`src/rtl/cdat_chk_pkg.sv`:
```
package cdat_chk_pkg;

   localparam int HDR_BYTES      = 4;
   localparam int VAR_TYPE       = 5;
   localparam int VAR_BASE       = 16;
   localparam int VAR_UNIT       = 8;
   localparam logic [7:0] FIRST_RSVD_TYPE = 8'd6;

   typedef enum logic [2:0] {
      PH_TYPE = 3'd0,
      PH_RSVD = 3'd1,
      PH_LLO  = 3'd2,
      PH_LHI  = 3'd3,
      PH_BODY = 3'd4
   } hdr_phase_t;

   function automatic logic is_rsvd_type(input logic [7:0] t);
      return t >= FIRST_RSVD_TYPE;
   endfunction

   function automatic logic len_fits(input logic [7:0] t, input logic [15:0] len);
      logic ok;
      case (t)
         8'd0:    ok = (len == 16'd24);
         8'd1:    ok = (len == 16'd18);
         8'd2:    ok = (len == 16'd20);
         8'd3:    ok = (len == 16'd8);
         8'd4:    ok = (len == 16'd24);
         8'd5:    ok = (len >= 16'(VAR_BASE)) && ((len % 16'(VAR_UNIT)) == 16'd0);
         default: ok = 1'b0;
      endcase
      return ok;
   endfunction

endpackage

```
`src/rtl/cdat_hdr_parse.sv`:
```
module cdat_hdr_parse
   import cdat_chk_pkg::*;
#(
   parameter int OFS_W = 16
) (
   input  logic             clk,
   input  logic             rst_n,
   input  logic             clr,
   input  logic             beat,
   input  logic [7:0]       byte_i,
   input  logic             last_i,
   output logic             wr_en,
   output logic [OFS_W-1:0] wr_ofs,
   output logic [OFS_W-1:0] wr_len,
   output logic             ev_zero,
   output logic             ev_rsvd,
   output logic             ev_len,
   output logic             ev_type,
   output logic             ev_trail,
   output logic             ev_end
);

   if (OFS_W < 16) begin : g_bad_width
      $error("cdat_hdr_parse: OFS_W must hold a 16-bit length");
   end

   hdr_phase_t       phase;
   logic [OFS_W-1:0] pos;
   logic [OFS_W-1:0] start;
   logic [OFS_W-1:0] rem;
   logic [7:0]       typ;
   logic [7:0]       len_lo;
   logic [15:0]      len_full;
   logic             ends_here;

   assign len_full = {byte_i, len_lo};

   always_comb begin
      wr_en     = beat && (phase == PH_LHI);
      wr_ofs    = start;
      wr_len    = OFS_W'(len_full);
      ev_type   = beat && (phase == PH_TYPE) && is_rsvd_type(byte_i);
      ev_rsvd   = beat && (phase == PH_RSVD) && (byte_i != 8'd0);
      ev_zero   = wr_en && (len_full == 16'd0);
      ev_len    = wr_en && !is_rsvd_type(typ) && !len_fits(typ, len_full);
      ends_here = ((phase == PH_LHI) && (len_full == 16'(HDR_BYTES))) ||
                  ((phase == PH_BODY) && (rem == OFS_W'(1)));
      ev_end    = beat && last_i;
      ev_trail  = ev_end && !ends_here;
   end

   always_ff @(posedge clk) begin
      if (!rst_n || clr) begin
         phase  <= PH_TYPE;
         pos    <= '0;
         start  <= '0;
         rem    <= '0;
         typ    <= '0;
         len_lo <= '0;
      end else if (beat) begin
         pos <= pos + OFS_W'(1);
         case (phase)
            PH_TYPE: begin
               typ   <= byte_i;
               start <= pos;
               phase <= PH_RSVD;
            end
            PH_RSVD: phase <= PH_LLO;
            PH_LLO: begin
               len_lo <= byte_i;
               phase  <= PH_LHI;
            end
            PH_LHI: begin
               if (len_full <= 16'(HDR_BYTES)) begin
                  phase <= PH_TYPE;
               end else begin
                  rem   <= OFS_W'(len_full) - OFS_W'(HDR_BYTES);
                  phase <= PH_BODY;
               end
            end
            default: begin
               if (rem == OFS_W'(1)) phase <= PH_TYPE;
               rem <= rem - OFS_W'(1);
            end
         endcase
      end
   end

   AST_BODY_NONZERO: assert property (@(posedge clk) disable iff (!rst_n)
      (phase == PH_BODY) |-> (rem != '0));

   AST_START_ADVANCE: assert property (@(posedge clk) disable iff (!rst_n)
      (beat && !clr && phase == PH_TYPE) |=> (start == $past(pos)));

endmodule

```
`src/rtl/cdat_index_ram.sv`:
```
module cdat_index_ram #(
   parameter int DEPTH    = 64,
   parameter int OFS_W    = 16,
   parameter bit REG_READ = 1'b1,
   localparam int AW      = $clog2(DEPTH)
) (
   input  logic             clk,
   input  logic             we,
   input  logic [AW-1:0]    waddr,
   input  logic [OFS_W-1:0] wofs,
   input  logic [OFS_W-1:0] wlen,
   input  logic [AW-1:0]    raddr,
   output logic [OFS_W-1:0] rofs,
   output logic [OFS_W-1:0] rlen
);

   if (DEPTH < 2) begin : g_bad_depth
      $error("cdat_index_ram: DEPTH must be at least 2");
   end

   logic [2*OFS_W-1:0] mem [DEPTH];

   always_ff @(posedge clk) begin
      if (we) mem[waddr] <= {wofs, wlen};
   end

   if (REG_READ) begin : g_reg_rd
      logic [2*OFS_W-1:0] rd_q;
      always_ff @(posedge clk) rd_q <= mem[raddr];
      assign {rofs, rlen} = rd_q;
   end else begin : g_comb_rd
      assign {rofs, rlen} = mem[raddr];
   end

endmodule

```
`src/rtl/cdat_csum.sv`:
```
module cdat_csum (
   input  logic       clk,
   input  logic       rst_n,
   input  logic       clr,
   input  logic       beat,
   input  logic [7:0] byte_i,
   output logic [7:0] csum_o
);

   logic [7:0] sum_q;

   always_ff @(posedge clk) begin
      if (!rst_n || clr)  sum_q <= '0;
      else if (beat)      sum_q <= sum_q + byte_i;
   end

   assign csum_o = 8'(8'd0 - sum_q);

   AST_CSUM_IDLE_HOLD: assert property (@(posedge clk) disable iff (!rst_n)
      (!beat && !clr) |=> $stable(csum_o));

endmodule

```
`src/rtl/cdat_stream_check.sv`:
```
module cdat_stream_check #(
   parameter int DEPTH    = 64,
   parameter int OFS_W    = 16,
   parameter bit REG_READ = 1'b1,
   localparam int AW      = $clog2(DEPTH),
   localparam int NFLAG   = 5
) (
   input  logic             clk,
   input  logic             rst_n,
   input  logic             clr,
   input  logic             in_valid,
   input  logic [7:0]       in_byte,
   input  logic             in_last,
   input  logic [AW-1:0]    rd_addr,
   output logic [OFS_W-1:0] rd_ofs,
   output logic [OFS_W-1:0] rd_len,
   output logic [OFS_W-1:0] entry_count,
   output logic [7:0]       checksum,
   output logic             stream_done,
   output logic             err_zero_len,
   output logic             err_rsvd_byte,
   output logic             err_bad_len,
   output logic             err_rsvd_type,
   output logic             err_trailing,
   output logic             idx_overflow
);

   if (AW >= OFS_W) begin : g_bad_cfg
      $error("cdat_stream_check: DEPTH too large for OFS_W");
   end

   logic             beat;
   logic             wr_en, ram_we;
   logic [OFS_W-1:0] wr_ofs, wr_len;
   logic             ev_zero, ev_rsvd, ev_len, ev_type, ev_trail, ev_end;
   logic [NFLAG-1:0] ev_vec, flag_q;

   assign beat   = in_valid && !stream_done;
   assign ev_vec = {ev_zero, ev_rsvd, ev_len, ev_type, ev_trail};
   assign ram_we = wr_en && (entry_count < OFS_W'(DEPTH));

   cdat_hdr_parse #(.OFS_W(OFS_W)) u_parse (
      .clk, .rst_n, .clr, .beat,
      .byte_i(in_byte), .last_i(in_last),
      .wr_en, .wr_ofs, .wr_len,
      .ev_zero, .ev_rsvd, .ev_len, .ev_type, .ev_trail, .ev_end
   );

   cdat_index_ram #(.DEPTH(DEPTH), .OFS_W(OFS_W), .REG_READ(REG_READ)) u_idx (
      .clk, .we(ram_we), .waddr(entry_count[AW-1:0]),
      .wofs(wr_ofs), .wlen(wr_len),
      .raddr(rd_addr), .rofs(rd_ofs), .rlen(rd_len)
   );

   cdat_csum u_sum (
      .clk, .rst_n, .clr, .beat, .byte_i(in_byte), .csum_o(checksum)
   );

   for (genvar i = 0; i < NFLAG; i++) begin : g_flag
      always_ff @(posedge clk) begin
         if (!rst_n || clr)  flag_q[i] <= 1'b0;
         else if (ev_vec[i]) flag_q[i] <= 1'b1;
      end
      AST_STICKY_FLAG: assert property (@(posedge clk) disable iff (!rst_n)
         (flag_q[i] && !clr) |=> flag_q[i]);
   end

   assign {err_zero_len, err_rsvd_byte, err_bad_len, err_rsvd_type, err_trailing} = flag_q;

   always_ff @(posedge clk) begin
      if (!rst_n || clr) begin
         entry_count  <= '0;
         idx_overflow <= 1'b0;
         stream_done  <= 1'b0;
      end else begin
         if (wr_en)            entry_count  <= entry_count + OFS_W'(1);
         if (wr_en && !ram_we) idx_overflow <= 1'b1;
         if (ev_end)           stream_done  <= 1'b1;
      end
   end

   AST_DONE_HOLD: assert property (@(posedge clk) disable iff (!rst_n)
      (stream_done && !clr) |=> stream_done);

   AST_COUNT_FROZEN: assert property (@(posedge clk) disable iff (!rst_n)
      (stream_done && !clr) |=> $stable(entry_count));

   AST_NO_OVERFLOW: assert property (@(posedge clk) disable iff (!rst_n)
      $rose(idx_overflow) |-> (entry_count > OFS_W'(DEPTH)));

   AST_OVF_STICKY: assert property (@(posedge clk) disable iff (!rst_n)
      (idx_overflow && !clr) |=> idx_overflow);

endmodule

```
`config.mk`:
```
export PLATFORM = sky130hd
export DESIGN_NAME = cdat_stream_check
export DESIGN_NICKNAME = d
export VERILOG_FILES = /design/src/rtl/cdat_chk_pkg.sv /design/src/rtl/cdat_hdr_parse.sv /design/src/rtl/cdat_index_ram.sv /design/src/rtl/cdat_csum.sv /design/src/rtl/cdat_stream_check.sv
export SDC_FILE = /design/constraint.sdc
export NUM_CORES = 2
export LEC_CHECK = 0
export BUFFER_PORTS_ARGS = -buffer_cell sky130_fd_sc_hd__buf_2
export CORE_MARGIN = 3
export CORE_UTILIZATION = 53
export DETAILED_ROUTE_END_ITERATION = 10
export PLACE_DENSITY = 0.7
export SYNTH_ARGS = -nofsm -noshare
export SYNTH_HDL_FRONTEND = slang
export SYNTH_SLANG_ARGS = --single-unit
```
`constraint.sdc`:
```
create_clock -name clk -period 4.8 [get_ports clk]
set_input_delay 0.24 -clock clk [delete_from_list [all_inputs] [get_ports clk]]
set_output_delay 0.24 -clock clk [all_outputs]
set_load 0.02 [all_outputs]
```
==> metrics.md <==
| Metric | Value |
|---|---|
| Clock sink count | `2178` |
| Die Wd | `402 um` |
| Slew HR | `0.125` |
| Vias/cell | `6.61` |
| Worst path max stage delay | `980 ps` |
| Delay-heaviest family, CP | `simple AND/OR/NAND/NOR gates` |
| Iteration-0 DRC Markers | `6464` |
| DRT Pass-1 Iters | `5` |
| DRC | `0` |
| Tightest Pin Transition | `1310 ps` |
| Row Count | `144` |
| Finish-stage setup viols | `0` |
| Crit Path Class | `reg2reg` |
| CP Launch Type | `flip-flop` |
| Worst EP arrival | `4970 ps` |
| Asr flop ratio synth | `0` |
| Critical-path top delay cell | `nor2_4` |
| CTS root buffer | `clkbuf_16` |
| Max Slew Vio Count | `0` |
| R2R Setup Slk | `350 ps` |
| DP Cell Count | `6092` |
| Met3 Use GR | `0.0657` |
| CTS max path bufs | `3` |
| Mapped cell area | `83200 um2` |
| Initial antenna violation count | `17` |
| Sequential area share after synthesis | `0.770` |
| Antenna Nets Post-Route | `0` |
| Worst path cell trace | `and3b_1 -> buf_4 -> nand2_1 -> nor3_1 -> nand2_1 -> nor2_4 -> buf_4` |
| Final std cells w/o fill | `6498` |
| Synth Instances | `3974` |
| Critical Path RT | `5320 ps` |
| RSZ-0062 raised after global routing | `no` |
| Synthesis-to-layout area growth | `13.4%` |
| Worst VDD drop | `0.403 mV` |
| Overall power | `38200 uW` |
| Dominant synthesized flop cell | `edfxtp_1` |
| Ports | `82` |
| Worst Hold Class | `in2reg` |
| Die Area | `162000 um2` |
| Library cells used by synthesis | `63` |
| Number of global-route vias before repair | `42.1k` |
| Fin. Hold Viols | `0` |
| Routed vias | `43.0k` |
| Worst Setup SP | `u_parse.phase[2]` |
| Initial Util | `0.537` |
| Depth of the most critical reg-to-reg path | `7` |
| #FFs+latches synth | `2178` |
| Avg WL per Cell | `34.0 um` |
| Port bufs | `81` |
| Top Usage Layer GRT | `met2` |
| Overall routing resource usage | `0.275` |
| Met1 GRT Util | `0.391` |
| Crit path depth | `7` |
| RR Endpoint | `u_idx.mem[58][0]` |
| Height of the chip | `402 um` |
| Syn avg cell area | `20.9 um2` |
| GRT met2 Usage | `0.425` |
| YS warnings | `0` |
| Reg-to-reg startpoint | `u_parse.phase[2]` |
| Max Cap Viol | `0` |
| Total Wirelength | `221 mm` |
| Buf/Inv on CP | `2` |
| Clock Latency Late Sink | `830 ps` |
| Final #Nets | `4303` |
| Clk_skew | `40.6 ps` |
| Worst Setup End Kind | `flip-flop` |
| Congestion Overflow GR | `0` |
| Pwr dens | `404 nW/um2` |
| Final Critical Period | `4450 ps` |
| CTS Buf Count | `209` |
| # H-tree levels | `4` |
| CTS tree | `built` |
| Post-detail-place hpwl | `130 mm` |
| First-pass GRT wire length | `316 mm` |
| Tcrit/Tclk final | `0.927` |
| TNS Setup | `0 ps` |
| Clk slew on worst S/H paths | `60 ps` |
| Share of layout cells above drive strength 1 | `0.276` |
| Critical-path maximum fanout | `25` |
| Post-synth EDFFs | `2048` |
| Outcome | `finished, final reports clean` |
| F_max | `225 MHz` |
| Largest net degree at the start of global routing | `96` |
| End of the critical path | `u_idx.mem[58][0]` |
| Placer Congestion | `0.876` |
| Leakage power | `0.0326 uW` |
| Synth Net Count | `4009` |
| Core area | `155000 um2` |
-- how the worst min path moves through the flow --
stage | startpoint | endpoint | slack (ps) | cells past startpoint
3_3_place_gp | u_parse.typ[7] | u_parse.typ[7] | 440 | 2
4_1_cts | rd_addr[3] | u_idx.g_reg_rd.rd_q[31] | 30 | 4
2_1_floorplan | in_byte[2] | u_idx.mem[0][10] | 340 | 0
5_1_grt | rd_addr[3] | u_idx.g_reg_rd.rd_q[31] | 100 | 4
6_report | rd_addr[3] | u_idx.g_reg_rd.rd_q[31] | 100 | 4
3_5_place_dp | u_parse.wr_ofs[9] | u_parse.wr_ofs[9] | 440 | 2
-- where the power goes --
group	switching, uW	internal [uW]
Clock	7030	9050
Sequential	61.6	20600
Combinational	959	513
Total	8050	30100
-- state kept, by name, indices dropped and copies added, names as in the netlist, 3 cells and up --
name,cells
u_parse.pos,16
u_parse.typ,8
u_sum.sum_q,8
u_parse.phase,3
entry_count,16
u_parse.rem,16
u_parse.len_lo,8
u_idx.g_reg_rd.rd_q,32
u_idx.mem,2048
u_parse.wr_ofs,16
-- cell families (layout without fill, tap and decap cells) --
| family | after synthesis | after routing | share of synthesized area |
|---|---|---|---|
| muxes | 584 | 584 | 0.147 |
| AOI/OAI and AO/OA | 437 | 437 | 0.0353 |
| buffers and inverters | 239 | 716 | 0.0140 |
| xor gates and xnor gates | 44 | 44 | 0.00463 |
| and+or+nand+nor | 476 | 476 | 0.0266 |
| other | 0 | 3 | 0 |
| adders and majority gates | 16 | 16 | 0.00250 |
| DFF | 2178 | 2178 | 0.770 |
-- cell type report --
type	count	area (um2)
fill	10500	60700
tap	2044	2560
clock inverter	101	941
multi-input combinational	1557	18500
antenna	3	7.51
timing repair buffer	303	2410
clock buffer	293	5800
inverter	19	71.3
sequential	2178	64100
-- layout by cell type, fill, tap and decap left out, types with 34 or more instances in the layout --
cell type     n
nor2_1      104
a221oi_1     60
nor3_1       41
mux4_2      509
a21oi_1     147
clkbuf_1     60
buf_2        77
a22o_1       47
nand2_1     129
o22ai_1      51
o221ai_1     35
clkinv_2     34
dfxtp_1     106
edfxtp_1   2048
buf_4       191
o21ai_0      48
clkinv_1     35
mux2i_1      59
clkbuf_16   210
nor2_4       64
-- per-stage QoR --
| stage | hold slack, ps | worst slack, ps | instance area (um2) | utilization |
|---|---|---|---|---|
| detailed placement | 445 | 520 | 87600 | 0.565 |
| CTS | 25.2 | 494 | 94400 | 0.609 |
| global placement | 440 | 489 | 87600 | 0.565 |
| floorplan | 339 | 767 | 83200 | - |
| finish | 95.5 | 351 | 94400 | 0.609 |
| global route | 98.1 | 158 | 94400 | 0.609 |
-- layer usage --
layer / up-vias / share of wire
met3: 377 / 0.11
met4: 4 / 0.037
met1: 22600 / 0.38
li1: 17200 / -
met2: 2711 / 0.47
met5: - / 0.00012
-- what timing repair did --
item | in CTS | in global routing
gates resized for setup | 0 | 0
endpoints found under the hold margin | 38 | 0
buffers inserted | 0 | 0
setup endpoints to repair | 0 | 0
hold buffers | 9 | 0
-- tightest hold or removal path, cell delays in order --
cell and delay, ps:
buf_4 320, nand2_1 130, o211ai_1 80, nand4_1 90
-- synthesized netlist by cell type, drive strengths merged, types with 49 or more instances --
library cell  instances  area, um2
mux4                509      11500
mux2i                59        591
edfxtp             2048      61500
buf                 127        744
a221oi               60        526
o21ai                49        245
a21oi               147        736
nor2                169        634
nand2               129        484
o22ai                51        319
clkbuf               93        349
dfxtp               130       2600
No activity file was read; power rests on OpenSTA's default activity.
